===== src/rtl/spi_cmd_seq_pkg.sv =====
package spi_cmd_seq_pkg;
  typedef enum logic [2:0] {
    ST_IDLE, ST_CSUP, ST_OPC, ST_ADDR, ST_DUMMY, ST_DATA
  } seq_state_e;
  localparam logic [7:0] CMD_CTRL_OFS = 8'h0C;
  localparam int unsigned ADDR_BYTES  = 4;
endpackage


===== src/rtl/cmd_ctrl_reg.sv =====
module cmd_ctrl_reg #(
  parameter int unsigned  DW  = 32,
  parameter logic [7:0]   OFS = 8'h0C
) (
  input  logic          clk_i,
  input  logic          rst_ni,
  input  logic [7:0]    addr_i,
  input  logic [DW-1:0] wdata_i,
  input  logic          we_i,
  output logic [DW-1:0] rdata_o,
  output logic [3:0]    addr_dis_o,
  output logic [3:0]    data_dis_o
);
  logic [7:0] ctrl_q;
  logic       hit;
  logic       unused_wdata;

  assign hit          = (addr_i == OFS);
  assign unused_wdata = ^wdata_i[DW-1:8];

  always_ff @(posedge clk_i or negedge rst_ni) begin
    if (!rst_ni)          ctrl_q <= '0;
    else if (we_i && hit) ctrl_q <= wdata_i[7:0];
  end

  assign rdata_o    = hit ? {{(DW-8){1'b0}}, ctrl_q} : '0;
  assign addr_dis_o = ctrl_q[7:4];
  assign data_dis_o = ctrl_q[3:0];
endmodule


===== src/rtl/seg_clamp.sv =====
module seg_clamp #(
  parameter int unsigned AW   = 32,
  parameter int unsigned CS_N = 2,
  localparam int unsigned CS_W = (CS_N > 1) ? $clog2(CS_N) : 1
) (
  input  logic [CS_W-1:0]    cs_i,
  input  logic [AW-1:0]      addr_i,
  input  logic [CS_N*AW-1:0] base_i,
  input  logic [CS_N*AW-1:0] size_i,
  output logic [AW-1:0]      addr_o
);
  logic [AW-1:0] base_sel, size_sel;

  always_comb begin
    base_sel = '0;
    size_sel = '0;
    for (int k = 0; k < CS_N; k++) begin
      if (cs_i == CS_W'(k)) begin
        base_sel = base_i[k*AW +: AW];
        size_sel = size_i[k*AW +: AW];
      end
    end
  end

  // size is a power of two: mask keeps the in-window offset
  assign addr_o = (addr_i & (size_sel - AW'(1))) + base_sel;
endmodule


===== src/rtl/msb_pick.sv =====
module msb_pick #(
  parameter int unsigned N = 4,
  localparam int unsigned IW = (N > 1) ? $clog2(N) : 1
) (
  input  logic [N-1:0]  mask_i,
  output logic          any_o,
  output logic [IW-1:0] idx_o
);
  always_comb begin
    idx_o = '0;
    for (int i = 0; i < N; i++) begin
      if (mask_i[i]) idx_o = IW'(i);
    end
  end
  assign any_o = |mask_i;
endmodule


===== src/rtl/spi_cmd_seq.sv =====
module spi_cmd_seq
  import spi_cmd_seq_pkg::*;
#(
  parameter int unsigned ADDR_W = 32,
  parameter int unsigned CS_N   = 2,
  parameter int unsigned DUM_W  = 4,
  parameter logic [7:0]  FILLER = 8'hFF,
  localparam int unsigned CS_W  = (CS_N > 1) ? $clog2(CS_N) : 1,
  localparam int unsigned BI_W  = $clog2(ADDR_BYTES)
) (
  input  logic                 clk_i,
  input  logic                 rst_ni,
  input  logic [7:0]           reg_addr_i,
  input  logic [31:0]          reg_wdata_i,
  input  logic                 reg_we_i,
  output logic [31:0]          reg_rdata_o,
  output logic [3:0]           data_lane_dis_o,
  input  logic                 req_valid_i,
  output logic                 req_ready_o,
  input  logic [7:0]           req_opcode_i,
  input  logic [ADDR_W-1:0]    req_addr_i,
  input  logic                 req_addr4_i,
  input  logic [DUM_W-1:0]     req_dummy_i,
  input  logic [CS_W-1:0]      req_cs_i,
  input  logic [CS_N*ADDR_W-1:0] seg_base_i,
  input  logic [CS_N*ADDR_W-1:0] seg_size_i,
  output logic                 tx_valid_o,
  output logic [7:0]           tx_data_o,
  input  logic                 tx_ready_i,
  output logic [CS_N-1:0]      cs_n_o,
  output logic                 hdr_done_o,
  input  logic                 xfer_end_i
);
  seq_state_e state_q, state_d;
  logic [7:0]            opc_q;
  logic [ADDR_W-1:0]     addr_q, addr_clamped;
  logic [ADDR_BYTES-1:0] pend_q, pend_init, pend_clr;
  logic [DUM_W-1:0]      dum_q;
  logic [CS_N-1:0]       cs_n_q, cs_sel;
  logic                  done_q;
  logic [3:0]            addr_dis;
  logic [BI_W-1:0]       byte_idx;
  logic                  pend_any;
  logic                  hs;
  logic                  unused_addr;

  cmd_ctrl_reg #(.DW(32), .OFS(CMD_CTRL_OFS)) u_reg (
    .clk_i      (clk_i),
    .rst_ni     (rst_ni),
    .addr_i     (reg_addr_i),
    .wdata_i    (reg_wdata_i),
    .we_i       (reg_we_i),
    .rdata_o    (reg_rdata_o),
    .addr_dis_o (addr_dis),
    .data_dis_o (data_lane_dis_o)
  );

  seg_clamp #(.AW(ADDR_W), .CS_N(CS_N)) u_clamp (
    .cs_i   (req_cs_i),
    .addr_i (req_addr_i),
    .base_i (seg_base_i),
    .size_i (seg_size_i),
    .addr_o (addr_clamped)
  );

  msb_pick #(.N(ADDR_BYTES)) u_pick (
    .mask_i (pend_q),
    .any_o  (pend_any),
    .idx_o  (byte_idx)
  );

  always_comb begin
    for (int k = 0; k < CS_N; k++) cs_sel[k] = (req_cs_i == CS_W'(k));
  end

  // mask snapshot at accept: later register writes hit the next request
  assign pend_init   = ~addr_dis & (req_addr4_i ? 4'hF : 4'h7);
  assign pend_clr    = pend_q & ~(ADDR_BYTES'(1) << byte_idx);
  assign hs          = tx_valid_o & tx_ready_i;
  assign unused_addr = (ADDR_W > 32) ? ^addr_q : 1'b0;

  always_comb begin
    state_d = state_q;
    unique case (state_q)
      ST_IDLE:  if (req_valid_i) state_d = ST_CSUP;
      ST_CSUP:  state_d = ST_OPC;
      ST_OPC:   if (hs) begin
                  if (pend_any)            state_d = ST_ADDR;
                  else if (dum_q != '0)    state_d = ST_DUMMY;
                  else                     state_d = ST_DATA;
                end
      ST_ADDR:  if (hs && pend_clr == '0) begin
                  state_d = (dum_q != '0) ? ST_DUMMY : ST_DATA;
                end
      ST_DUMMY: if (hs && dum_q == DUM_W'(1)) state_d = ST_DATA;
      ST_DATA:  if (xfer_end_i) state_d = ST_IDLE;
      default:  state_d = ST_IDLE;
    endcase
  end

  always_ff @(posedge clk_i or negedge rst_ni) begin
    if (!rst_ni) begin
      state_q <= ST_IDLE;
      opc_q   <= '0;
      addr_q  <= '0;
      pend_q  <= '0;
      dum_q   <= '0;
      cs_n_q  <= '1;
      done_q  <= 1'b0;
    end else begin
      state_q <= state_d;
      done_q  <= (state_d == ST_DATA) && (state_q != ST_DATA);
      case (state_q)
        ST_IDLE: if (req_valid_i) begin
          opc_q  <= req_opcode_i;
          addr_q <= addr_clamped;
          pend_q <= pend_init;
          dum_q  <= req_dummy_i;
          cs_n_q <= ~cs_sel;
        end
        ST_ADDR:  if (hs) pend_q <= pend_clr;
        ST_DUMMY: if (hs) dum_q <= dum_q - DUM_W'(1);
        ST_DATA:  if (xfer_end_i) cs_n_q <= '1;
        default: ;
      endcase
    end
  end

  always_comb begin
    unique case (state_q)
      ST_OPC:   tx_data_o = opc_q;
      ST_ADDR:  tx_data_o = addr_q[{byte_idx, 3'b000} +: 8];
      ST_DUMMY: tx_data_o = FILLER;
      default:  tx_data_o = '0;
    endcase
  end

  assign tx_valid_o  = (state_q == ST_OPC) || (state_q == ST_ADDR) || (state_q == ST_DUMMY);
  assign req_ready_o = (state_q == ST_IDLE);
  assign cs_n_o      = cs_n_q;
  assign hdr_done_o  = done_q;
endmodule


===== config.mk =====
export PLATFORM = sky130hd
export DESIGN_NAME = spi_cmd_seq
export DESIGN_NICKNAME = d
export VERILOG_FILES = /design/src/rtl/spi_cmd_seq_pkg.sv /design/src/rtl/cmd_ctrl_reg.sv /design/src/rtl/seg_clamp.sv /design/src/rtl/msb_pick.sv /design/src/rtl/spi_cmd_seq.sv
export SDC_FILE = /design/constraint.sdc
export NUM_CORES = 1
export LEC_CHECK = 0
export BUFFER_PORTS_ARGS = -buffer_cell sky130_fd_sc_hd__buf_2
export CORE_ASPECT_RATIO = 1.75
export CORE_MARGIN = 8
export CORE_UTILIZATION = 54
export CTS_CLUSTER_DIAMETER = 120
export DETAILED_ROUTE_END_ITERATION = 7
export HOLD_SLACK_MARGIN = 0.06
export PLACE_DENSITY = 0.95
export SLEW_MARGIN = 40
export SYNTH_ARGS = -nofsm -noshare
export SYNTH_HDL_FRONTEND = slang
export SYNTH_SLANG_ARGS = --single-unit

===== constraint.sdc =====
create_clock -name clk_i -period 4.9 [get_ports clk_i]
set_input_delay 0.735 -clock clk_i [delete_from_list [all_inputs] [get_ports clk_i]]
set_output_delay 0.735 -clock clk_i [all_outputs]
set_load 0.01 [all_outputs]

Word-level counts from Yosys, hierarchy flattened
Index checks and enable logic that the tools add are counted.
{"block": "word_totals", "regBits": 62, "inputBits": 220, "out_inout_bits": 49, "word_cells": 76}
{"block": "op_classes", "n_addsub": 3, "n_eq_ne": 13, "n_shift": 2, "mux": 25, "bitwise": 8, "reduce_logical": 17}
{"cell": "$mux 32", "n": 2}
{"cell": "$add 32x32->32", "n": 1}
{"cell": "$and 32x32->32", "n": 1}
{"cell": "$shiftx 32x6->8", "n": 1}
{"cell": "$sub 32x1->32 const B", "n": 1}
{"cell": "$pmux 8 s3", "n": 1}
{"cell": "$mux 4", "n": 5}
{"cell": "$mux 3", "n": 6}
{"cell": "$pmux 3 s6", "n": 1}
{"cell": "$pmux 4 s2", "n": 2}
{"cell": "$eq 3x3->1 const B", "n": 3}
{"cell": "$reduce_and 3->1", "n": 3}
{"cell": "$and 4x4->4", "n": 2}
{"cell": "$eq 8x4->1 const B", "n": 1}
{"cell": "$mux 2", "n": 4}
{"cell": "$mux 8", "n": 1}
{"cell": "$ne 2x2->1 const B", "n": 4}
{"cell": "$not 4->4", "n": 2}
{"cell": "$eq 3x2->1 const B", "n": 2}
{"cell": "$reduce_bool 2->1", "n": 3}
{"cell": "$eq 4x1->1 const B", "n": 1}
{"cell": "$logic_and 1x1->1", "n": 4}
{"cell": "$logic_not 4->1", "n": 1}
{"cell": "$pmux 2 s2", "n": 1}
{"cell": "13 further kinds", "n": 15}

Logic depth before layout (Yosys ltp)
{"block": "logic_depth", "word_depth": 12, "mapped_depth": 24, "ltp_nobuf": 17}

Cells and area by module
From an unflattened synthesis, not the netlist that was laid out.
{"block": "unflattened", "hier_cells": 825, "area_unflattened_um2": 6855.3}
{"mod": "seg_clamp", "instances": 1, "cells_per_inst": 464, "area_per_inst_um2": 3459.6, "seq_area_each_um2": 0.0}
{"mod": "spi_cmd_seq", "instances": 1, "cells_per_inst": 301, "area_per_inst_um2": 2772.7, "seq_area_each_um2": 1353.8}
{"mod": "cmd_ctrl_reg", "instances": 1, "cells_per_inst": 56, "area_per_inst_um2": 599.3, "seq_area_each_um2": 200.2}
{"mod": "msb_pick", "instances": 1, "cells_per_inst": 4, "area_per_inst_um2": 23.8, "seq_area_each_um2": 0.0}

Least setup slack after synthesis
No wires, ideal clock.
{"block": "synth_path", "path_type": "input -> register", "startpoint": "input req_cs_i", "endpoint": "register addr_q[31]", "setup_time_ps": 133, "arrival_ps": 5467, "t_required_ps": 4767, "slack_ps": -700, "path_stages": 22, "path_buffers": 7, "cell_sequence": "buf_6 clkbuf_1 buf_2 buf_1 buf_2 buf_2 buf_1 mux2i_1 ha_1 nand2_1 or2_2 xor2_1 and2_1 ha_1 nand2_1 nor3_1 a31oi_1 o31ai_1 a21oi_1 o31ai_1 xnor2_1 o21ai_0"}
{"block": "synth_via", "elab_chain_len": 4, "elab_cells_between_ends": 5, "classes_between": "2 x add/sub; 2 x mux; 1 x bitwise"}
{"element": "start: declaration", "line_no": "spi_cmd_seq.sv:24", "text": "input logic [CS_W-1:0] req_cs_i,"}
{"element": "$mux 32", "line_no": "seg_clamp.sv:18", "text": "if (cs_i == CS_W'(k)) begin"}
{"element": "$sub 32x1->32", "line_no": "seg_clamp.sv:26", "text": "assign addr_o = (addr_i & (size_sel - AW'(1))) + base_sel;"}
{"element": "$and 32x32->32", "line_no": "seg_clamp.sv:26"}
{"element": "$add 32x32->32 *", "line_no": "seg_clamp.sv:26"}
{"element": "end signal: assignment", "line_no": "spi_cmd_seq.sv:116", "text": "addr_q <= addr_clamped;"}
{"element": "end: declaration", "line_no": "spi_cmd_seq.sv:36", "text": "logic [ADDR_W-1:0] addr_q, addr_clamped;"}
Every way passes the cells marked *; elsewhere a longest branch is shown, timed or not.
A chain may end at the register's enable or synchronous reset.

Worst setup path in the final report
{"block": "layout_path", "startpoint": "input req_cs_i", "endpoint": "register addr_q[30]"}
The elaborated chain is that of the path after synthesis.

==> out/summary.md <==
The run finished with clean final reports. In this run the register-to-register setup slack is 2.25 ns. End of the worst register-to-register path: addr_q[18].

The largest fanout of any net on the critical path came out at 10. After layout, the worst setup slack is 0.325 ns. The effective utilization at floorplan is 0.550. The tool flagged a number of max-cap violations equal to 0. Final cell count without fillers: 1203. Maximum number of pins on one net before global-route repair: 63. Data arrives at the worst endpoint at 4.77 ns.

Summing every instance area after synthesis gives 6600 µm². The width of the die works out to 99.5 µm. The number of fill cells in the layout was 1015. The via density per instance was 5.69; the count of routing violations after the opening detailed-route iteration was 312. The multi-input combinational cells in the finished layout cover a total of 4740 µm².

In the post-synthesis netlist, the biggest area contributors are dfrtp_1 (23%), mux2_2 (7.2%), ha_1 (6.6%), o21ai_0 (5.7%), nand2_1 (5.6%). The logs give 0 for the total grt overflow and 0.236 for the sequential-to-total area share from yosys stat. The post-route fraction of the period consumed by the critical path came out at 0.934. Across the whole layout, storage elements account for 1550 µm².

The post-place setup slack was 0.0255 ns; the die area was 16100 µm². The half-perimeter wire length after detailed placement was 16.2 mm. The power density relative to cell area is 353 nW/µm², and the CTS buffer count is 9. Setup violations remaining at the end of the flow were counted as 0. The initial antenna violation count was 2; the total number of nets in the final design was 1287. The placer's final routability congestion estimate was 0.927. The number of buffers added to fix hold violations after cts is 0, and the total placed cells including tap cells is 1185.

The clock tree synthesis step divided the H-tree into 3 levels. The area share of the largest cell type after synthesis works out to 0.228. For the worst flop-to-flop path, the logic depth is 5. Among all flip-flop cells after synthesis, the most frequent one is dfrtp_1. The category of the worst setup path capture point is a register.

Cell count after synthesis: 825. For this design the top-level I/O count stands at 269. Number of storage elements in the synthesis netlist: 62. The number of rows in the core area came out at 53.

The later pin in the worst-skew pair is clocked with a latency of 0.32 ns. The run gives 0 as the max-slew violation count. The tools report the number of distinct library cell variants in the gate-level netlist after synthesis as 69. In this run the tool buffered the top-level ports with 220 buffer cells. In this run the mean area of a mapped cell was 8.00 µm².

The root buffer cell chosen for the clock tree is clkbuf_16. The CTS clock-pin slew for the worst setup and hold paths works out to 0.05 ns. Tightest slew margin relative to the limit: 0.490.

The relative area change from synthesis to final layout works out to 22.5%. The largest total area in the synthesized netlist belongs to dfrtp_1. The minimum period implied by the final worst setup slack is 4.57 ns, and the aggregate routed wire length is 19.8 mm.

The floorplan step defined a core boundary enclosing 12000 µm². The share of synthesized flip-flops with an asynchronous set or reset is 1.00. For this design, the sink count on the clock tree is 62. The clock tree buffer depth was 2. The path class of the tightest hold or removal check is input port to asynchronous set/reset pin.

After detailed routing, the number of remaining DRC violations is 0. Beginning of the worst register-to-register path: state_q[0]. The first detailed-routing pass ran for 5 iterations. Derived from the worst setup path, the maximum achievable clock frequency is 0.219 GHz. The overall track demand over capacity in global routing is 0.236. Dividing the detail-routed wire length by the instance count gives 16.4 µm. Summed over all cells, the static leakage comes to 3.92 nW.

For the pin with the worst max-slew slack, the measured transition is 0.764 ns. The post-placement cell area was 7810 µm². Setup repair after global routing left no endpoint under its margin.

For the number of synthesis warnings, the log shows 0. STA classifies the critical path startpoint as an input port. The die height is 162 µm, and the buffer count from post-CTS setup fixing is 0. Fraction of final layout cells with drive strength greater than 1: 0.298.

For this block, the via count after detailed routing is 6847. The required time reported for the critical path endpoint is 5.10 ns. The critical path in this run is classified as input port to register. For the worst clock skew on the final layout, the log shows 0.00569 ns. The number of enable-type register cells in the synthesized netlist was 0.

The post-route cell area was 8080 µm²; the hold violation count in the final report was 0. The setup TNS came out at 0 ns. The run gives 0.000189 V as the maximum ir drop on the vdd rail. TritonCTS built the clock tree. The most critical setup path has its startpoint at req_cs_i.

The global-route wire length before repair was 31.4 mm; the worst hold margin was 0.470 ns. Post-cts sizing count: 0. The tools report the via count of the first global-routing pass as 6899.

The tools report the antenna violation net count after detailed routing as 0.
==> worst max-delay path, stage by stage <==
cell      delay [ns]
buf_4           0.16
or4_4           0.57
o2bb2a_4        0.24
and4b_1         0.29
or3b_4          0.41
or3_1           0.36
and3_1          0.18
ha_1            0.37
nand2_1         0.07
o21ai_0         0.24
buf_4           0.17
a31oi_1         0.04
a21oi_1         0.22
nand2_1         0.13
o31ai_1         0.31
a2111o_1        0.20
o211ai_1        0.08
==> layout make-up <==
| cell class | count | area share |
|---|---|---|
| multi-input cells | 707 | 0.587 |
| flip-flops and latches | 62 | 0.192 |
| repair buffers | 240 | 0.157 |
| clock buffers | 15 | 0.0319 |
| well taps | 165 | 0.0256 |
| inverters | 11 | 0.00511 |
| clock inverters | 1 | 0.000620 |
| diodes | 2 | 0.000620 |
==> synthesized netlist by cell type (all sizes together) (7+ instances only) <==
master and number:
dfrtp 60, nor3 27, nand2b 7, nand3 19, ha 35, a21oi 50
or3 9, nor3b 10, nor2 50, a21o 14, o22ai 7, inv 11
a211oi 8, buf 39, o21ai 75, o21a 7, xnor2 26, mux2 42
clkbuf 29, nor4 7, and3 12, o211ai 14, mux2i 34, nand2 98
xor2 26, and2 30
==> worst max-delay path by stage <==
stage	cells past startpoint	slack, ns	end
3_3_place_gp	17	0.1	addr_q[30]
3_5_place_dp	17	0.03	addr_q[30]
6_report	17	0.33	addr_q[30]
5_1_grt	18	0.03	addr_q[30]
2_1_floorplan	22	0.001	addr_q[30]
4_1_cts	17	0.36	addr_q[30]
==> metal layers <==
| layer | GRT usage | share of wire |
|---|---|---|
| met2 | 0.457 | 0.56 |
| met3 | 0.0450 | 0.056 |
| met1 | 0.236 | 0.37 |
| met5 | 0 | 0 |
| met4 | 0.0976 | 0.022 |
==> registers in the layout (all words and copies together) (netlist names) <==
register      count
addr_q           32
cs_n_o            2
dum_q             4
hdr_done_o        1
opc_q             8
pend_q            4
state_q           3
u_reg.ctrl_q      8
==> where the power goes <==
group	internal, mW	switching, mW	leakage [nW]	total, mW
combinational	0.579	0.754	3.02	1.33
sequential	0.735	0.224	0.773	0.960
clock	0.355	0.200	0.128	0.555
==> through the flow <==
stage / power (mW) / util
after floorplan: 1.86 / -
after global placement: 2.22 / 0.650
after detailed placement: 2.28 / 0.650
after CTS: 2.85 / 0.672
after global routing: 3.07 / 0.673
final: 2.85 / 0.673
==> cells in the final DEF (no fill, tap or decap), drive strengths merged, types with 3 or more instances in the layout <==
| cell type | count |
|---|---|
| buf | 240 |
| nand2 | 98 |
| o21ai | 75 |
| dfrtp | 60 |
| nor2 | 50 |
| a21oi | 50 |
| mux2 | 42 |
| ha | 35 |
| mux2i | 34 |
| and2 | 30 |
| nor3 | 27 |
| xor2 | 26 |
| xnor2 | 26 |
| conb | 24 |
| nand3 | 19 |
| clkbuf | 15 |
| o211ai | 14 |
| a21o | 14 |
| and3 | 12 |
| inv | 11 |
| nor3b | 10 |
| or3 | 9 |
| a211oi | 8 |
| nand2b | 7 |
| o22ai | 7 |
| o21a | 7 |
| nor4 | 7 |
| a31oi | 6 |
| o211a | 5 |
| nand4 | 5 |
| or2 | 4 |
| nand3b | 4 |
| o221ai | 4 |
| o31ai | 4 |
| nor4b | 3 |
| nor2b | 3 |
| o2111ai | 3 |
| o31a | 3 |
==> logic make-up after synthesis <==
family / count (synthesis) / synth area share
adder cells (fa/ha/maj): 37 / 0.0709
other: 1 / 0.000568
flip-flops: 62 / 0.236
multiplexers: 76 / 0.123
XOR/XNOR: 52 / 0.0690
buffers and inverters: 79 / 0.0616
AND/OR/NAND/NOR: 296 / 0.226
AO/OA/AOI/OAI: 222 / 0.213
Note: power is estimated with default switching activity, not from simulation.
